File: config.mk
export PLATFORM = sky130hd
export DESIGN_NAME = ctl3_slave
export DESIGN_NICKNAME = d
export VERILOG_FILES = /design/src/rtl/ctl3_pkg.sv /design/src/rtl/ctl3_sync.sv /design/src/rtl/ctl3_frame.sv /design/src/rtl/ctl3_regbank.sv /design/src/rtl/ctl3_slave.sv
export SDC_FILE = /design/constraint.sdc
export NUM_CORES = 1
export LEC_CHECK = 0
export BUFFER_PORTS_ARGS = -buffer_cell sky130_fd_sc_hd__buf_2
export CORE_AREA = 3 3 306 308
export CTS_CLUSTER_DIAMETER = 200
export CTS_CLUSTER_SIZE = 28
export DETAILED_ROUTE_END_ITERATION = 16
export DIE_AREA = 0 0 309 311
export GPL_ROUTABILITY_DRIVEN = 0
export PLACE_DENSITY = 0.53
export SYNTH_ARGS = -nofsm -noshare
export SYNTH_HDL_FRONTEND = slang
export SYNTH_SLANG_ARGS = --single-unit
File: constraint.sdc
create_clock -name clk_i -period 2.95 [get_ports clk_i]
set_clock_uncertainty 0.1 [all_clocks]
set_input_delay 0.59 -clock clk_i [delete_from_list [all_inputs] [get_ports clk_i]]
set_output_delay 0.59 -clock clk_i [all_outputs]
set_load 0.01 [all_outputs]
File: src/rtl/ctl3_pkg.sv
package ctl3_pkg;
  localparam int DATA_W = 16;
  localparam int ADDR_W = 7;
  localparam logic [1:0] OP_CMD  = 2'b01;
  localparam logic [1:0] OP_RDBK = 2'b11;
  localparam int RST_BIT = 15;
  localparam int SEL_HI  = 15;
  localparam int SEL_LO  = 14;

  typedef enum logic [1:0] {
    PH_IDLE = 2'd0,
    PH_CMD  = 2'd1,
    PH_RDBK = 2'd2
  } phase_e;
endpackage

File: src/rtl/ctl3_sync.sv
module ctl3_sync #(
  parameter int STAGES = 2,
  parameter int W      = 3
) (
  input  logic         clk_i,
  input  logic         rst_ni,
  input  logic [W-1:0] async_i,
  output logic [W-1:0] sync_o
);
  logic [W-1:0] chain_q [STAGES];

  always_ff @(posedge clk_i or negedge rst_ni) begin
    if (!rst_ni) begin
      for (int i = 0; i < STAGES; i++) chain_q[i] <= '0;
    end else begin
      chain_q[0] <= async_i;
      for (int i = 1; i < STAGES; i++) chain_q[i] <= chain_q[i-1];
    end
  end

  assign sync_o = chain_q[STAGES-1];
endmodule

File: src/rtl/ctl3_frame.sv
module ctl3_frame
  import ctl3_pkg::*;
#(
  parameter logic [5:0] DEV_ADDR = 6'b010100
) (
  input  logic              clk_i,
  input  logic              rst_ni,
  input  logic              sclk_s_i,
  input  logic              mode_s_i,
  input  logic              data_s_i,
  input  logic [DATA_W-1:0] rd_data_i,
  output logic              wr_en_o,
  output logic [ADDR_W-1:0] wr_addr_o,
  output logic [DATA_W-1:0] wr_data_o,
  output logic [ADDR_W-1:0] rd_addr_o,
  output logic              tx_o,
  output logic              oe_o
);
  logic              sclk_q, mode_q;
  logic [2:0]        bit_cnt_q;
  logic [1:0]        idx_q;
  logic [6:0]        sh_q;
  logic [7:0]        hi_q;
  logic              rd_flag_q;
  logic [DATA_W-1:0] tx_q;
  phase_e            phase_q;

  logic       sclk_rise, mode_chg;
  logic [7:0] byte_w;

  assign sclk_rise = sclk_s_i & ~sclk_q;
  assign mode_chg  = mode_s_i ^ mode_q;
  assign byte_w    = {sh_q, data_s_i};

  always_ff @(posedge clk_i or negedge rst_ni) begin
    if (!rst_ni) begin
      sclk_q    <= 1'b0;
      mode_q    <= 1'b0;
      bit_cnt_q <= '0;
      idx_q     <= '0;
      sh_q      <= '0;
      hi_q      <= '0;
      rd_flag_q <= 1'b0;
      tx_q      <= '0;
      phase_q   <= PH_IDLE;
      wr_en_o   <= 1'b0;
      wr_addr_o <= '0;
      wr_data_o <= '0;
      rd_addr_o <= '0;
    end else begin
      sclk_q  <= sclk_s_i;
      mode_q  <= mode_s_i;
      wr_en_o <= 1'b0;
      if (mode_chg) begin
        bit_cnt_q <= '0;
        idx_q     <= '0;
        if (!mode_s_i) phase_q <= PH_IDLE;
      end else if (sclk_rise) begin
        bit_cnt_q <= bit_cnt_q + 3'd1;
        sh_q      <= byte_w[6:0];
        if (mode_s_i && phase_q == PH_RDBK && (idx_q == 2'd1 || idx_q == 2'd2))
          tx_q <= {tx_q[DATA_W-2:0], 1'b0};
        if (bit_cnt_q == 3'd7) begin
          if (!mode_s_i) begin
            idx_q <= '0;
            if (byte_w[5:0] != DEV_ADDR)      phase_q <= PH_IDLE;
            else if (byte_w[7:6] == OP_CMD)   phase_q <= PH_CMD;
            else if (byte_w[7:6] == OP_RDBK)  phase_q <= PH_RDBK;
            else                              phase_q <= PH_IDLE;
          end else begin
            if (idx_q != 2'd3) idx_q <= idx_q + 2'd1;
            unique case (phase_q)
              PH_CMD: begin
                if (idx_q == 2'd0) begin
                  rd_flag_q <= byte_w[7];
                  if (byte_w[7]) rd_addr_o <= byte_w[6:0];
                  else           wr_addr_o <= byte_w[6:0];
                end else if (idx_q == 2'd1) begin
                  hi_q <= byte_w;
                end else if (idx_q == 2'd2 && !rd_flag_q) begin
                  wr_en_o   <= 1'b1;
                  wr_data_o <= {hi_q, byte_w};
                end
              end
              PH_RDBK: if (idx_q == 2'd0) tx_q <= rd_data_i;
              default: ;
            endcase
          end
        end
      end
    end
  end

  assign oe_o = mode_s_i && phase_q == PH_RDBK && (idx_q == 2'd1 || idx_q == 2'd2);
  assign tx_o = oe_o & tx_q[DATA_W-1];


  oe_rise_chk: assert property (@(posedge clk_i) disable iff (!rst_ni)
    $rose(oe_o) |-> $past(sclk_rise));

  idle_no_wr_chk: assert property (@(posedge clk_i) disable iff (!rst_ni)
    (phase_q == PH_IDLE) |=> !wr_en_o);
endmodule

File: src/rtl/ctl3_regbank.sv
module ctl3_regbank
  import ctl3_pkg::*;
#(
  parameter int              NREG        = 32,
  parameter int              NCH         = 6,
  parameter logic [ADDR_W-1:0] CH_BASE   = 7'h12,
  parameter logic [ADDR_W-1:0] FEAT_ADDR = 7'h11,
  parameter logic [ADDR_W-1:0] STAT_ADDR = 7'h0F
) (
  input  logic                   clk_i,
  input  logic                   rst_ni,
  input  logic                   wr_en_i,
  input  logic [ADDR_W-1:0]      wr_addr_i,
  input  logic [DATA_W-1:0]      wr_data_i,
  input  logic [ADDR_W-1:0]      rd_addr_i,
  input  logic [DATA_W-1:0]      status_i,
  output logic [DATA_W-1:0]      rd_data_o,
  output logic [NREG*DATA_W-1:0] regs_o
);
  localparam int IDX_W = $clog2(NREG);

  logic [DATA_W-1:0] reg_arr [NREG];
  logic              bank_clr;

  assign bank_clr = wr_en_i && wr_addr_i == '0 && wr_data_i[RST_BIT];

  for (genvar i = 0; i < NREG; i++) begin : g_reg
    localparam bool_in_ch = (i >= int'(CH_BASE)) && (i < int'(CH_BASE) + NCH);
    localparam bit IS_ODD  = bool_in_ch && ((i - int'(CH_BASE)) % 2 == 0);
    localparam bit IS_EVEN = bool_in_ch && ((i - int'(CH_BASE)) % 2 == 1);
    if (i == int'(STAT_ADDR)) begin : g_stat
      assign reg_arr[i] = '0;
    end else begin : g_rw
      logic [DATA_W-1:0] q;
      always_ff @(posedge clk_i or negedge rst_ni) begin
        if (!rst_ni) begin
          q <= '0;
        end else if (bank_clr) begin
          q <= '0;
        end else if (wr_en_i) begin
          if (wr_addr_i == ADDR_W'(i))
            q <= wr_data_i;
          else if (wr_addr_i == FEAT_ADDR && IS_ODD)
            q <= wr_data_i;
          else if (wr_addr_i == FEAT_ADDR && IS_EVEN)
            q <= {q[SEL_HI:SEL_LO], wr_data_i[SEL_LO-1:0]};
        end
      end
      assign reg_arr[i] = q;
    end
    assign regs_o[i*DATA_W +: DATA_W] = reg_arr[i];
  end

  always_comb begin
    if (rd_addr_i == STAT_ADDR)             rd_data_o = status_i;
    else if (int'(rd_addr_i) < NREG)        rd_data_o = reg_arr[rd_addr_i[IDX_W-1:0]];
    else                                    rd_data_o = '0;
  end


  no_wr_stable_chk: assert property (@(posedge clk_i) disable iff (!rst_ni)
    !wr_en_i |=> $stable(regs_o));

  bank_clr_chk: assert property (@(posedge clk_i) disable iff (!rst_ni)
    (wr_en_i && wr_addr_i == '0 && wr_data_i[RST_BIT]) |=> regs_o == '0);

  stat_wr_chk: assert property (@(posedge clk_i) disable iff (!rst_ni)
    (wr_en_i && wr_addr_i == STAT_ADDR) |=> $stable(regs_o));

  bcast_odd_chk: assert property (@(posedge clk_i) disable iff (!rst_ni)
    (wr_en_i && wr_addr_i == FEAT_ADDR) |=> reg_arr[int'(CH_BASE)] == $past(wr_data_i));

  bcast_sel_chk: assert property (@(posedge clk_i) disable iff (!rst_ni)
    (wr_en_i && wr_addr_i == FEAT_ADDR) |=>
      reg_arr[int'(CH_BASE)+1][SEL_HI:SEL_LO] == $past(reg_arr[int'(CH_BASE)+1][SEL_HI:SEL_LO]));

  oob_wr_chk: assert property (@(posedge clk_i) disable iff (!rst_ni)
    (wr_en_i && int'(wr_addr_i) >= NREG) |=> $stable(regs_o));
endmodule

File: src/rtl/ctl3_slave.sv
module ctl3_slave
  import ctl3_pkg::*;
#(
  parameter logic [5:0] DEV_ADDR    = 6'b010100,
  parameter int         NREG        = 32,
  parameter int         NCH         = 6,
  parameter int         SYNC_STAGES = 2
) (
  input  logic                   clk_i,
  input  logic                   rst_ni,
  input  logic                   ctl_clk_i,
  input  logic                   ctl_mode_i,
  input  logic                   ctl_data_i,
  input  logic [DATA_W-1:0]      status_i,
  output logic                   ctl_data_o,
  output logic                   ctl_data_oe_o,
  output logic [NREG*DATA_W-1:0] regs_o
);
  logic [2:0]        sync_w;
  logic              wr_en;
  logic [ADDR_W-1:0] wr_addr, rd_addr;
  logic [DATA_W-1:0] wr_data, rd_data;

  ctl3_sync #(.STAGES(SYNC_STAGES), .W(3)) u_sync (
    .clk_i   (clk_i),
    .rst_ni  (rst_ni),
    .async_i ({ctl_clk_i, ctl_mode_i, ctl_data_i}),
    .sync_o  (sync_w)
  );

  ctl3_frame #(.DEV_ADDR(DEV_ADDR)) u_frame (
    .clk_i     (clk_i),
    .rst_ni    (rst_ni),
    .sclk_s_i  (sync_w[2]),
    .mode_s_i  (sync_w[1]),
    .data_s_i  (sync_w[0]),
    .rd_data_i (rd_data),
    .wr_en_o   (wr_en),
    .wr_addr_o (wr_addr),
    .wr_data_o (wr_data),
    .rd_addr_o (rd_addr),
    .tx_o      (ctl_data_o),
    .oe_o      (ctl_data_oe_o)
  );

  ctl3_regbank #(.NREG(NREG), .NCH(NCH)) u_bank (
    .clk_i     (clk_i),
    .rst_ni    (rst_ni),
    .wr_en_i   (wr_en),
    .wr_addr_i (wr_addr),
    .wr_data_i (wr_data),
    .rd_addr_i (rd_addr),
    .status_i  (status_i),
    .rd_data_o (rd_data),
    .regs_o    (regs_o)
  );


  rst_release_chk: assert property (@(posedge clk_i) $fell(rst_ni) |=> !ctl_data_oe_o);
endmodule

Word-level counts from Yosys, hierarchy flattened
Index checks and enable logic that the tools add are counted.
- bits in latches: 0
- RAM bits: 0
- memories: 0
- bits in registers: 574
- output and inout bits: 514
- word-level logic and storage cells: 320
- bits of input ports: 21
- ROM bits: 0
- eq/ne operators: 43
- muxes and demuxes: 127
- shifts and indexed selects: 0
- add/subtract/negate cells: 2
- reductions and logical operators: 88
- order comparisons: 2
- bitwise logic cells: 9
- divide/modulo/power cells: 0
- multipliers: 0
- operators by type and width (operator ; number):
    $mux W16 ; 102
    $eq A7 B5 Y1 const B ; 16
    $bmux W16 S5 ; 1
    $reduce_and A2 Y1 ; 35
    $reduce_bool A2 Y1 ; 31
    $eq A7 B4 Y1 const B ; 8
    $eq A7 B3 Y1 const B ; 4
    $mux W2 ; 13
    $reduce_and A7 Y1 ; 3
    $reduce_bool A3 Y1 ; 6
    $eq A7 B2 Y1 const B ; 2
    $mux W14 ; 1
    $mux W1 ; 8
    $reduce_and A8 Y1 ; 1
    $eq A7 B1 Y1 const B ; 1
    $logic_not A7 Y1 ; 1
    $lt A7 B6 Y1 const B ; 1
    $eq A2 B1 Y1 const B ; 3
    $eq A2 B2 Y1 const B ; 3
    $ge A6 B6 Y1 const B ; 1
    $mux W3 ; 2
    $ne A6 B5 Y1 const B ; 1
    $not A5 Y6 ; 1
    $reduce_and A6 Y1 ; 1
    other kinds (15) ; 25

Longest topological paths before layout
Gate-level depths: netlist of the first run.
- depth after elaboration: 10
- mapped depth: 10
- gate-level depth less buffers: 8

By module
From an unflattened synthesis of the first run, not the netlist that was laid out.
- cell total of the unflattened synthesis: 2609
- area, all modules: 26879.5 sq um
- modules (own cells, without submodules) (module ; times used ; cells each ; seq. area each (sq um) ; area an instance (sq um)):
    ctl3_regbank ; 1 ; 2366 ; 12411.9 ; 23521.3
    ctl3_frame ; 1 ; 234 ; 1801.7 ; 3185.6
    ctl3_sync ; 1 ; 9 ; 150.1 ; 172.7

Worst setup path before layout of the first run
Ideal clock, no wire load.
- path kind: register to register
- start point: register u_frame.rd_addr_o[0]
- end point: register u_frame.tx_q[4]
- library setup time: 132 ps
- slack: 678 ps
- data required time: 2718 ps
- stages on the path, launching flop included: 7
- period minus slack after synthesis: 2272 ps
- buffers on the path: 1
- data arrival time: 2040 ps
- cell sequence: dfrtp_1 -> buf_2 -> mux4_1 -> mux4_2 -> mux2_2 -> nand2_1 -> a21oi_1
- cells in the longest elaborated chain, start to end: 10
- elaborated cells between the ends (all ways): 12
- those cells by class: 1 x order compare; 1 x eq/ne; 9 x mux; 1 x bitwise
- RTL lines (what ; line ; source):
    from (decl) ; ctl3_frame.sv:15 ; output logic [ADDR_W-1:0] rd_addr_o,
    from (signal assigned) ; ctl3_frame.sv:76 ; if (byte_w[7]) rd_addr_o <= byte_w[6:0];
    $not A5 Y6 (not written as such) ; ctl3_regbank.sv:56 ; else if (int'(rd_addr_i) < NREG) rd_data_o = reg_arr[rd_addr_i[IDX_W-1:0]];
    $bmux W16 S5 ; ctl3_regbank.sv:56 ;
    $mux W16 (not written as such) (2 in a row) ; ctl3_regbank.sv:56 ;
    $mux W16 ; ctl3_regbank.sv:56 ;
    $mux W16 (*) ; ctl3_regbank.sv:55 ; if (rd_addr_i == STAT_ADDR) rd_data_o = status_i;
    $mux W16 (*) ; ctl3_frame.sv:85 ; PH_RDBK: if (idx_q == 2'd0) tx_q <= rd_data_i;
    $mux W16 (*) ; ctl3_frame.sv:72 ; unique case (phase_q)
    $mux W16 (*) ; ctl3_frame.sv:64 ; if (!mode_s_i) begin
    $mux W16 (*) ; ctl3_frame.sv:63 ; if (bit_cnt_q == 3'd7) begin
    to (signal assigned) ; ctl3_frame.sv:62 ; tx_q <= {tx_q[DATA_W-2:0], 1'b0};
    to (signal assigned) ; ctl3_frame.sv:85 ;
    to (decl) ; ctl3_frame.sv:25 ; logic [DATA_W-1:0] tx_q;
Mark *: on every way between the ends. The rest lies on a longest branch, timed or not. The select of a mux whose other input is x is not followed.
A chain may end at the register's enable or synchronous reset.

Final worst setup path of the first run
- start point: register u_frame.idx_q[1]
- end point: output ctl_data_o
- cells in the longest elaborated chain, start to end: 4
- elaborated cells between the ends (all ways): 5
- those cells by class: 2 x eq/ne; 1 x bitwise; 2 x reduce/logical
- RTL lines (what ; line ; source):
    from (decl) ; ctl3_frame.sv:21 ; logic [1:0] idx_q;
    from (signal assigned) ; ctl3_frame.sv:71 ; if (idx_q != 2'd3) idx_q <= idx_q + 2'd1;
    $eq A2 B1 Y1 or $eq A2 B2 Y1 (tied branches) ; ctl3_frame.sv:94 ; assign oe_o = mode_s_i && phase_q == PH_RDBK && (idx_q == 2'd1 || idx_q == 2'd2);
    $logic_or A1 B1 Y1 (*) ; ctl3_frame.sv:94 ;
    $logic_and A1 B1 Y1 (*) ; ctl3_frame.sv:94 ;
    $and A1 B1 Y1 (*) ; ctl3_frame.sv:95 ; assign tx_o = oe_o & tx_q[DATA_W-1];
    to (decl) ; ctl3_slave.sv:15 ; output logic ctl_data_o,
Mark *: on every way between the ends. The rest lies on a longest branch, timed or not.

==> out/metrics.cfg, run 1 <==
[sta]
slew_headroom_pct = 32.6
grt_setup_unrepaired = no
finalMaxSlewViolations = 0
setup_tns_ps = 0
worst_pin_slew_ps = 1010
hold_viol = 0
finalSetupViolations = 0
fmax_ghz = 0.351
hold_ws_ps = 20.1
period_share_pct = 96.7
fin_crit_ps = 2850

[synthesis]
ys_ff_latch = 574
netlist_area_um2 = 27300
synthMuxAreaShare_pct = 19.3
synth_compound_area_share_pct = 10.1
ys_seq_area_share_pct = 52.6
ys.flop_type = dfrtp_1
synth_top_family_by_area = multiplexers
synthTopCellsByArea = dfrtp_1, mux4_2, nand2_1, mux2_2, a21oi_1
avgSynthCellArea_um2 = 10.7
synthArstFlopShare_pct = 100
synthDistinctLibCells = 69
yosysWarningCount = 0
synth_edf_count = 0
yosysTopAreaCell = dfrtp_1
synth_top_area_share_pct = 52.6
synth_xor_area_share_pct = 0.0321
syn_inst = 2554
synth_fa_ha_area_share_pct = 0.367
yosys.area_share.simple_pct = 13.4

[grt]
track_usage_pct = 26.4
grt_start_max_net_pins = 120
grt_pass1_wl_um = 183000
antenna_found_initial = 7
grt_pass1_vias = 22636
gr-total-overflow = 0

[setup_path]
critPathLaunchType = flip-flop
path_delay_family = flip-flops
arrival_ps = 2160
crit_path_max_incr_delay_ps = 450
r2r-start = u_frame.rd_addr_o[0]$_DFFE_PN0P_
required_ps = 2260
ff2ff_setup_slack_ps = 120
path_max_fanout = 9
slowest_stage = dfrtp_1
cp.depth = 4
r2r_end = u_frame.tx_q[5]$_DFFE_PN0P_
cp-end-kind = output port
crit_chain = inv_1 -> ha_2 -> and3_1 -> buf_2
r2r.worst_path.cells = 8
path_class = reg -> out
timing.critical_path.buf_inv = 2

[status]
outcome = finished, final reports clean

[drt]
routed_wl_um = 130000
drt_iter0_markers = 2625
drcViolationCount = 0
routed_via_density = 5.47
drtAntennaViolNets = 0
first_pass_iters = 6
post_drt_wl_per_cell_um = 30.6
via_count = 23253

[clocking]
path_clk_slew_ps = 120
h-tree-depth = 1
post-cts-setup-buffers = 0
cts_tree = yes
cts_buffers = 24
clock-root-buffer = clkbuf_16
clock_latency_ps = 630
cts.path.max_buffers = 3
cts.sinks = 574

[die]
num_rows = 111
coreArea_um2 = 91400
die_h_um = 311
initial_utilization_pct = 29.9
dieArea_um2 = 96100
fp.dieW_um = 309
io-pin-count = 535

[finish]
final_core_util_pct = 35.6
fill_cells = 9239
syn_to_final_growth_pct = 19.4
layout.cells.most_common = nand2_1
most-common-layout-cells = nand2_1, dfrtp_1, buf_2
drive_gt1_share_pct = 32.5
finalNetCount = 3091

[hold_path]
hold_depth = 1
min_to = u_sync.chain_q[5]$_DFF_PN0_
min_path_type = in -> reg
min-delay-start = ctl_clk_i

[power]
leakage_nw = 15.6
max-vdd-ir-drop_uv = 429
power.density_nw_per_um2 = 388

[flow_run]
maxCapViolCount = 0

[placement]
port_buffers = 518
post-dp-hpwl_um = 97100

[where the power goes]
| group | internal, mW | switching (mW) |
|---|---|---|
| Clock | 1.56 | 2.69 |
| Sequential | 7.91 | 0.122 |
| Combinational | 0.109 | 0.252 |
| Total | 9.58 | 3.07 |
[flip-flops by register name (all words and copies together), names as in the netlist]
name	count
u_frame.phase_q	2
u_frame.wr_data_o	16
u_frame.sh_q	7
u_frame.tx_q	16
u_frame.rd_addr_o	7
u_frame.wr_en_o	1
u_frame.sclk_q	1
u_frame.mode_q	1
u_frame.hi_q	8
u_sync.chain_q	3
u_frame.wr_addr_o	7
u_sync.sync_o	3
u_frame.idx_q	2
u_frame.bit_cnt_q	3
u_bank.g.g_rw.q	496
u_frame.rd_flag_q	1
[synth_stat cells (all sizes together), types with 3 or more instances]
cell and count:
nor2 102, inv 9, or2 5, nor2b 18
mux4 121, or3 3, nand2 685, nor3 13
a22oi 5, ha 8, clkbuf 115, nand4 5
nand3 16, nor4 5, mux2 142, o22ai 10
and3 3, a221oi 12, mux2i 94, nand3b 4
a211oi 8, a21o 4, nand2b 6, o2bb2ai 11
nor4b 4, and2 21, a21oi 296, o21ai 110
a32oi 3, buf 103, dfrtp 574, o211ai 6
a31oi 3
[cell families after synthesis]
kind of cell               Yosys count
muxes                              357
AOI/OAI and AO/OA                  492
other                                1
adders and majority gates            8
xor gates and xnor gates             1
buffers and inverters              227
DFF                                574
and+or+nand+nor                    894
[per-layer routing]
layer,global-route usage (%),part of all wire (%),vias to the layer above
met3,6.98,9.2,213
met4,8.30,3.8,2
li1,-,-,9820
met2,42.6,47,1179
met1,34.7,40,12039
met5,0,0.010,-
[timing repair]
action | 4_1_cts | 5_1_grt
hold buffers | 2 | 0
resized for setup | 0 | 2
setup endpoints to repair | 0 | 2
hold endpoints to repair | 37 | 0
[how the worst max path moves through the flow]
stage          slack, ps                     endpoint                              from
4_1_cts               60                ctl_data_oe_o      u_frame.idx_q[1]$_DFFE_PN0P_
3_3_place_gp         210  u_frame.tx_q[5]$_DFFE_PN0P_  u_frame.rd_addr_o[0]$_DFFE_PN0P_
2_1_floorplan        680  u_frame.tx_q[4]$_DFFE_PN0P_  u_frame.rd_addr_o[0]$_DFFE_PN0P_
3_5_place_dp         150  u_frame.tx_q[5]$_DFFE_PN0P_  u_frame.rd_addr_o[0]$_DFFE_PN0P_
6_report             100                   ctl_data_o      u_frame.idx_q[1]$_DFFE_PN0P_
5_1_grt               30  u_frame.tx_q[5]$_DFFE_PN0P_  u_frame.rd_addr_o[0]$_DFFE_PN0P_
[area by class of cell]
| type | count | area, µm² | share of cell area (%) |
|---|---|---|---|
| clock inverters | 1 | 16.3 | 0.0499 |
| clock buffers | 28 | 637 | 1.95 |
| well taps | 1186 | 1480 | 4.55 |
| inverters | 9 | 33.8 | 0.104 |
| flip-flops and latches | 574 | 14400 | 44.1 |
| diodes | 1 | 2.50 | 0.00768 |
| repair buffers | 685 | 4150 | 12.7 |
| multi-input cells | 1768 | 11900 | 36.5 |
[through the flow]
step	setup slack (ps)	total power [mW]	cell area, µm²	std cells
floorplan	678	8.21	27300	2569
global placement	211	8.54	31900	4220
detailed placement	154	8.54	31900	4220
CTS	60.9	12.7	32600	4251
global route	30.7	13.0	32600	4251
finish	98.0	12.6	32600	4252
No activity file was read; power rests on OpenSTA's default activity.
==> inputs of run 2 (changes only) <==
--- a/config.mk
+++ b/config.mk
@@ -6,13 +6,14 @@
 export NUM_CORES = 1
 export LEC_CHECK = 0
 export BUFFER_PORTS_ARGS = -buffer_cell sky130_fd_sc_hd__buf_2
-export CORE_AREA = 3 3 306 308
+export CORE_AREA = 3 3 232 405
 export CTS_CLUSTER_DIAMETER = 200
 export CTS_CLUSTER_SIZE = 28
 export DETAILED_ROUTE_END_ITERATION = 16
-export DIE_AREA = 0 0 309 311
+export DIE_AREA = 0 0 235 408
 export GPL_ROUTABILITY_DRIVEN = 0
 export PLACE_DENSITY = 0.53
+export SLEW_MARGIN = 20
 export SYNTH_ARGS = -nofsm -noshare
 export SYNTH_HDL_FRONTEND = slang
 export SYNTH_SLANG_ARGS = --single-unit
==> constraint.sdc (replaced) <==
create_clock -name clk_i -period 2.7 [get_ports clk_i]
set_clock_uncertainty 0.1 [all_clocks]
set_input_delay 0.54 -clock clk_i [delete_from_list [all_inputs] [get_ports clk_i]]
set_output_delay 0.54 -clock clk_i [all_outputs]
set_load 0.01 [all_outputs]
==> run 2 against run 1 <==
  * Die area shrank 0.23%
  * Worst hold slack gained 130 ps
  * Power grew 9.4%
  * First-iteration DRC count shrank 12%
  * Via count grew 0.58%
  * Register-to-register slack lost 70 ps
  * Critical endpoint is now u_frame.tx_q[13]$_DFFE_PN0P_
==> out/metrics.cfg, run 2 (same netlist as run 1, synthesis figures left out) <==
[grt]
track_usage_pct = 26.9  ; +0.49 points
grt_start_max_net_pins = 83  ; -31%
antenna_found_initial = 2  ; -5
grt_pass1_vias = 23168  ; +2.4%
grt_pass1_wl_um = 187000  ; +2.2%
gr-total-overflow = 0  ; unchanged

[sta]
worst_pin_slew_ps = 784  ; -226 ps
hold_viol = 0  ; unchanged
period_share_pct = 98.1
finalMaxSlewViolations = 0  ; unchanged
fmax_ghz = 0.378
finalSetupViolations = 0  ; unchanged
slew_headroom_pct = 47.7  ; +15 points
fin_crit_ps = 2650
hold_ws_ps = 155  ; +134 ps

[die]
io-pin-count = 535  ; unchanged
num_rows = 146  ; +32%
die_h_um = 408  ; +31%
initial_utilization_pct = 30.1  ; +0.20 points
coreArea_um2 = 90800  ; -0.65%
fp.dieW_um = 235  ; -24%
dieArea_um2 = 95900  ; -0.23%

[clocking]
clock_latency_ps = 640  ; about the same
cts.path.max_buffers = 3  ; unchanged
cts_tree = yes
h-tree-depth = 1  ; unchanged
path_clk_slew_ps = 120  ; about the same
cts.sinks = 574  ; unchanged
cts_buffers = 24  ; unchanged
clock-root-buffer = clkbuf_16

[drt]
drtAntennaViolNets = 0  ; unchanged
routed_wl_um = 133000  ; +2.4%
drcViolationCount = 0  ; unchanged
post_drt_wl_per_cell_um = 31.2  ; +1.9%
routed_via_density = 5.47  ; +0.11%
via_count = 23388  ; +0.58%
drt_iter0_markers = 2319  ; -12%
first_pass_iters = 6  ; unchanged

[power]
max-vdd-ir-drop_uv = 560  ; +30%
finalPower_mw = 13.8  ; +9.4%
power.density_nw_per_um2 = 420  ; +8.1%
leakage_nw = 15.7  ; +0.89%

[hold_path]
min_path_type = in -> reg

[placement]
post-dp-hpwl_um = 102000  ; +5.3%
place_area_um2 = 32100  ; +0.71%
port_buffers = 518  ; unchanged

[flow_run]
maxCapViolCount = 0  ; unchanged

[finish]
largest_reg_flops = 496  ; unchanged
multi_input_area_um2 = 11900  ; +0.29%
reg_top3 = u_bank.g.g_rw.q (496), u_frame.tx_q (16), u_frame.wr_data_o (16)
seq_area_um2 = 14400  ; about the same
drive_gt1_share_pct = 33.1  ; +0.56 points
layout.cells.most_common = nand2_1
most-common-layout-cells = nand2_1, dfrtp_1, buf_2
fill_cells = 9094  ; -1.6%
postLayoutCellArea_um2 = 32900  ; +1.1%
largest_register = u_bank.g.g_rw.q
syn_to_final_growth_pct = 20.8
finalNetCount = 3112  ; +0.68%

[setup_path]
critPathLaunchType = flip-flop
crit_chain = buf_4 -> buf_12 -> mux2_2 -> or3_1 -> nand4_1 -> o221ai_1 -> a221oi_1 -> nor3_1
path_max_fanout = 19  ; +10
required_ps = 3130  ; +870 ps
arrival_ps = 3080  ; +920 ps
path_class = reg -> reg
slowest_stage = dfrtp_4
path_delay_family = simple AND/OR/NAND/NOR gates
cp-end-kind = flip-flop
crit_path_max_incr_delay_ps = 500  ; +50 ps
timing.critical_path.buf_inv = 2  ; unchanged

[status]
outcome = finished, final reports clean

-- run 2: final timing paths --
check	from	end	slack, ps	cells past startpoint
setup reg to reg	u_frame.rd_addr_o[1]$_DFFE_PN0P_	u_frame.tx_q[13]$_DFFE_PN0P_	50	8
hold reg to reg	u_sync.chain_q[4]$_DFF_PN0_	u_sync.sync_o[1]$_DFF_PN0_	260	0
max in group asynchronous	rst_ni	u_bank.g_reg[26].g_rw.q[2]$_DFFE_PN0P_	1220	4
hold / removal	status_i[1]	u_frame.tx_q[1]$_DFFE_PN0P_	150	3
setup / recovery	u_frame.rd_addr_o[1]$_DFFE_PN0P_	u_frame.tx_q[13]$_DFFE_PN0P_	50	8
min in group asynchronous	rst_ni	u_bank.g_reg[21].g_rw.q[2]$_DFFE_PN0P_	280	2
-- run 2: final cells by class --
type,count,area share (%)
Antenna cell,2,0.0152
Clock buffer,28,1.93
Clock inverter,1,0.0494
Inverter,9,0.103
Multi-Input combinational cell,1768,36.2
Sequential cell,574,43.6
Tap cell,1184,4.50
Timing Repair Buffer,706,13.6
-- run 2: power breakdown --
part           switching (mW)  leakage (nW)  total [mW]  internal, mW
logic                   0.264          7.47       0.369         0.105
registers               0.143          7.92        8.79          8.64
clock network            2.97         0.319        4.67          1.70
-- run 2: metal layers --
| metal | track usage (%) | share of wire [%] | vias to the layer above |
|---|---|---|---|
| met5 | 0 | 0 | - |
| met4 | 15.4 | 7.1 | 0 |
| li1 | - | - | 9879 |
| met3 | 4.19 | 7.1 | 263 |
| met1 | 33.4 | 38 | 11970 |
| met2 | 44.6 | 48 | 1276 |
-- run 2: metrics by stage --
stage	utilization, %	TNS (ps)	setup slack [ps]	std cells
after detailed placement	35.4	-277	-128	4230
after floorplan	-	0	428	2569
after global routing	36.3	-10.4	-10.4	4272
after CTS	36.2	0	11.2	4266
after global placement	35.4	-264	-142	4230
final	36.3	0	51.8	4272
-- run 2: timing repair --
item	in CTS	in global routing
hold buffers	4	0
endpoints found under the hold margin	24	0
setup endpoints to repair	7	5
pin swaps	0	1
gates cloned	0	1
gates resized for setup	7	3
buffers inserted	3	3
-- run 2: worst min-delay path, delay by kind of cell --
kind / cells / cell delay (ps)
AOI/OAI and AO/OA: 2 / 200
buffers and inverters: 1 / 110
==> inputs of run 3 (changes only) <==
==> constraint.sdc (replaced) <==
create_clock -name clk_i -period 2.7 [get_ports clk_i]
set_clock_uncertainty 0.1 [all_clocks]
set_input_delay 0.54 -clock clk_i [delete_from_list [all_inputs] [get_ports clk_i]]
set_output_delay 0.54 -clock clk_i [all_outputs]
set_load 0.005 [all_outputs]
==> run 3 against run 2 <==
  * Flip-flop and latch count unchanged
  * Utilization about the same
  * Register-to-register slack barely moved
  * Combinational power decreased by 2%
  * Critical path type is now reg -> out
  * Critical path depth down 3
  * Final cell count barely moved
  * Fmax is essentially flat
  * Global-route usage unchanged
  * Count of clock-buffer cells in the layout unchanged
  * Clock power about the same
  * Sequential power barely moved
==> out/metrics.cfg, run 3 (same netlist as run 1, synthesis figures left out) <==
[power]
power.density_nw_per_um2 = 420  ; about the same
seqPwrFrac_pct = 63.6  ; about the same
leakage_nw = 15.7  ; about the same
switching_power_mw = 3.37  ; -0.18%
swShare_pct = 24.4  ; -0.034 points
finalPower_mw = 13.8  ; about the same
clkPwrFrac_pct = 33.8  ; about the same
p_comb_share_pct = 2.6  ; about the same
max-vdd-ir-drop_uv = 558  ; -0.35%
internal_power_mw = 10.5  ; about the same

[clocking]
cts_buffers = 24  ; unchanged
h-tree-depth = 1  ; unchanged
cts.path.max_buffers = 3  ; unchanged
path_clk_slew_ps = 120  ; about the same
cts_tree = yes
clock_latency_ps = 640  ; about the same
clock-root-buffer = clkbuf_16
cts.sinks = 574  ; unchanged

[hold_path]
min-delay-start = status_i[1]
hold_depth = 3  ; unchanged
min_to = u_frame.tx_q[1]$_DFFE_PN0P_
min_path_type = in -> reg

[sta]
slew_headroom_pct = 47.9  ; +0.22 points
hold_viol = 0  ; unchanged
finalSetupViolations = 0  ; unchanged
period_share_pct = 98.1  ; about the same
fmax_ghz = 0.377  ; about the same
worst_pin_slew_ps = 781  ; -3.36 ps
fin_crit_ps = 2650  ; +1.86 ps
setup_tns_ps = 0  ; unchanged
finalMaxSlewViolations = 0  ; unchanged

[finish]
fill_cells = 9096  ; +0.022%
multi_input_area_um2 = 11900  ; unchanged
drive_gt1_share_pct = 33.1  ; about the same
most-common-layout-cells = nand2_1, dfrtp_1, buf_2
largest_reg_flops = 496  ; unchanged
layout.cells.most_common = nand2_1
syn_to_final_growth_pct = 20.7  ; about the same
reg_top3 = u_bank.g.g_rw.q (496), u_frame.tx_q (16), u_frame.wr_data_o (16)
seq_area_um2 = 14400  ; unchanged
largest_register = u_bank.g.g_rw.q
final_cells = 4271  ; -0.023%
finalNetCount = 3111  ; -0.032%

[grt]
track_usage_pct = 26.9  ; unchanged
antenna_found_initial = 2  ; unchanged
grt_start_max_net_pins = 83  ; unchanged
grt-busiest-layer = met2
met3_usage_pct = 4.19  ; unchanged
grt_pass1_vias = 23168  ; unchanged
grt_pass1_wl_um = 187000  ; unchanged
grt_use_met2_pct = 44.6  ; unchanged
use_met1_pct = 33.4  ; unchanged
gr-total-overflow = 0  ; unchanged

[setup_path]
cp-end-kind = output port
timing.critical_path.buf_inv = 3  ; +1
r2r_end = u_frame.tx_q[4]$_DFFE_PN0P_
crit_path_max_incr_delay_ps = 450  ; -50 ps
required_ps = 2060  ; -1070 ps
critPathLaunchType = flip-flop
slowest_stage = dfrtp_1
r2r.worst_path.cells = 8  ; unchanged
path_common_cell = inv_1
r2r-start = u_frame.rd_addr_o[1]$_DFFE_PN0P_
path_class = reg -> out
crit_chain = inv_1 -> ha_4 -> nand2_2 -> inv_1 -> buf_2
path_max_fanout = 9  ; -10
ff2ff_setup_slack_ps = 60  ; about the same
path_delay_family = flip-flops
arrival_ps = 2010  ; -1070 ps

[die]
dieArea_um2 = 95900  ; unchanged
io-pin-count = 535  ; unchanged
fp.dieW_um = 235  ; unchanged
coreArea_um2 = 90800  ; unchanged
num_rows = 146  ; unchanged
die_h_um = 408  ; unchanged
initial_utilization_pct = 30.1  ; unchanged

[drt]
drcViolationCount = 0  ; unchanged
routed_via_density = 5.50  ; +0.41%
via_count = 23479  ; +0.39%
post_drt_wl_per_cell_um = 31.2  ; +0.16%
first_pass_iters = 6  ; unchanged
drt_iter0_markers = 2284  ; -1.5%
drtAntennaViolNets = 0  ; unchanged
routed_wl_um = 133000  ; +0.14%

[placement]
post-place-cells = 4230  ; unchanged
port_buffers = 518  ; unchanged
post-dp-hpwl_um = 102000  ; unchanged

[status]
outcome = finished, final reports clean

[flow_run]
maxCapViolCount = 0  ; unchanged

run 3: what timing repair did:
action / 4_1_cts / 5_1_grt
resized for setup: 7 / 3
setup endpoints to repair: 7 / 4
pin swaps: 0 / 0
endpoints found under the hold margin: 24 / 0
hold buffers: 4 / 0
setup buffers: 3 / 2
cloned: 0 / 1
run 3: worst max-delay path by stage:
stage	startpoint	end	slack, ps	depth (start not counted)
after detailed placement	u_frame.rd_addr_o[0]$_DFFE_PN0P_	u_frame.tx_q[13]$_DFFE_PN0P_	-130	8
final	u_frame.idx_q[1]$_DFFE_PN0P_	ctl_data_oe_o	50	5
after global placement	u_frame.rd_addr_o[0]$_DFFE_PN0P_	u_frame.tx_q[13]$_DFFE_PN0P_	-140	8
after floorplan	u_frame.rd_addr_o[0]$_DFFE_PN0P_	u_frame.tx_q[4]$_DFFE_PN0P_	430	6
after global routing	u_frame.idx_q[1]$_DFFE_PN0P_	ctl_data_oe_o	-2	5
after CTS	u_frame.rd_addr_o[0]$_DFFE_PN0P_	u_frame.tx_q[9]$_DFFE_PN0P_	10	9
run 3: stage by stage:
stage	worst slack (ps)	utilization, %	area, µm²	hold WS, ps
3_3_place_gp	-142	35.4	32100	236
5_1_grt	-2.46	36.3	32900	180
4_1_cts	11.6	36.2	32900	123
6_report	50.0	36.3	32900	161
2_1_floorplan	428	-	27300	144
3_5_place_dp	-128	35.4	32100	237
run 3: final cells by class:
type,count,area share (%)
clock inverter,1,0.0494
clock buffer,28,1.93
tap,1184,4.50
antenna,2,0.0152
timing repair buffer,705,13.6
sequential,574,43.6
multi-input combinational,1768,36.2
inverter,9,0.103
run 3: tightest hold or removal path, stage by stage:
cell	delay, ps
buf_2	120
a221oi_1	80
a21oi_1	130
run 3: routing by layer:
layer	routed length [µm]	vias up
met1	50700	12086
met4	9300	0
met3	9420	266
li1	-	9870
met5	0	-
met2	63900	1257
run 3: power by group through the flow:
stage,registers [mW],logic (mW),clock network (mW)
floorplan,8.86,0.0981,0
global placement,8.95,0.369,0
detailed placement,8.95,0.371,0
CTS,8.78,0.377,4.75
global route,8.79,0.404,5.00
finish,8.79,0.363,4.67
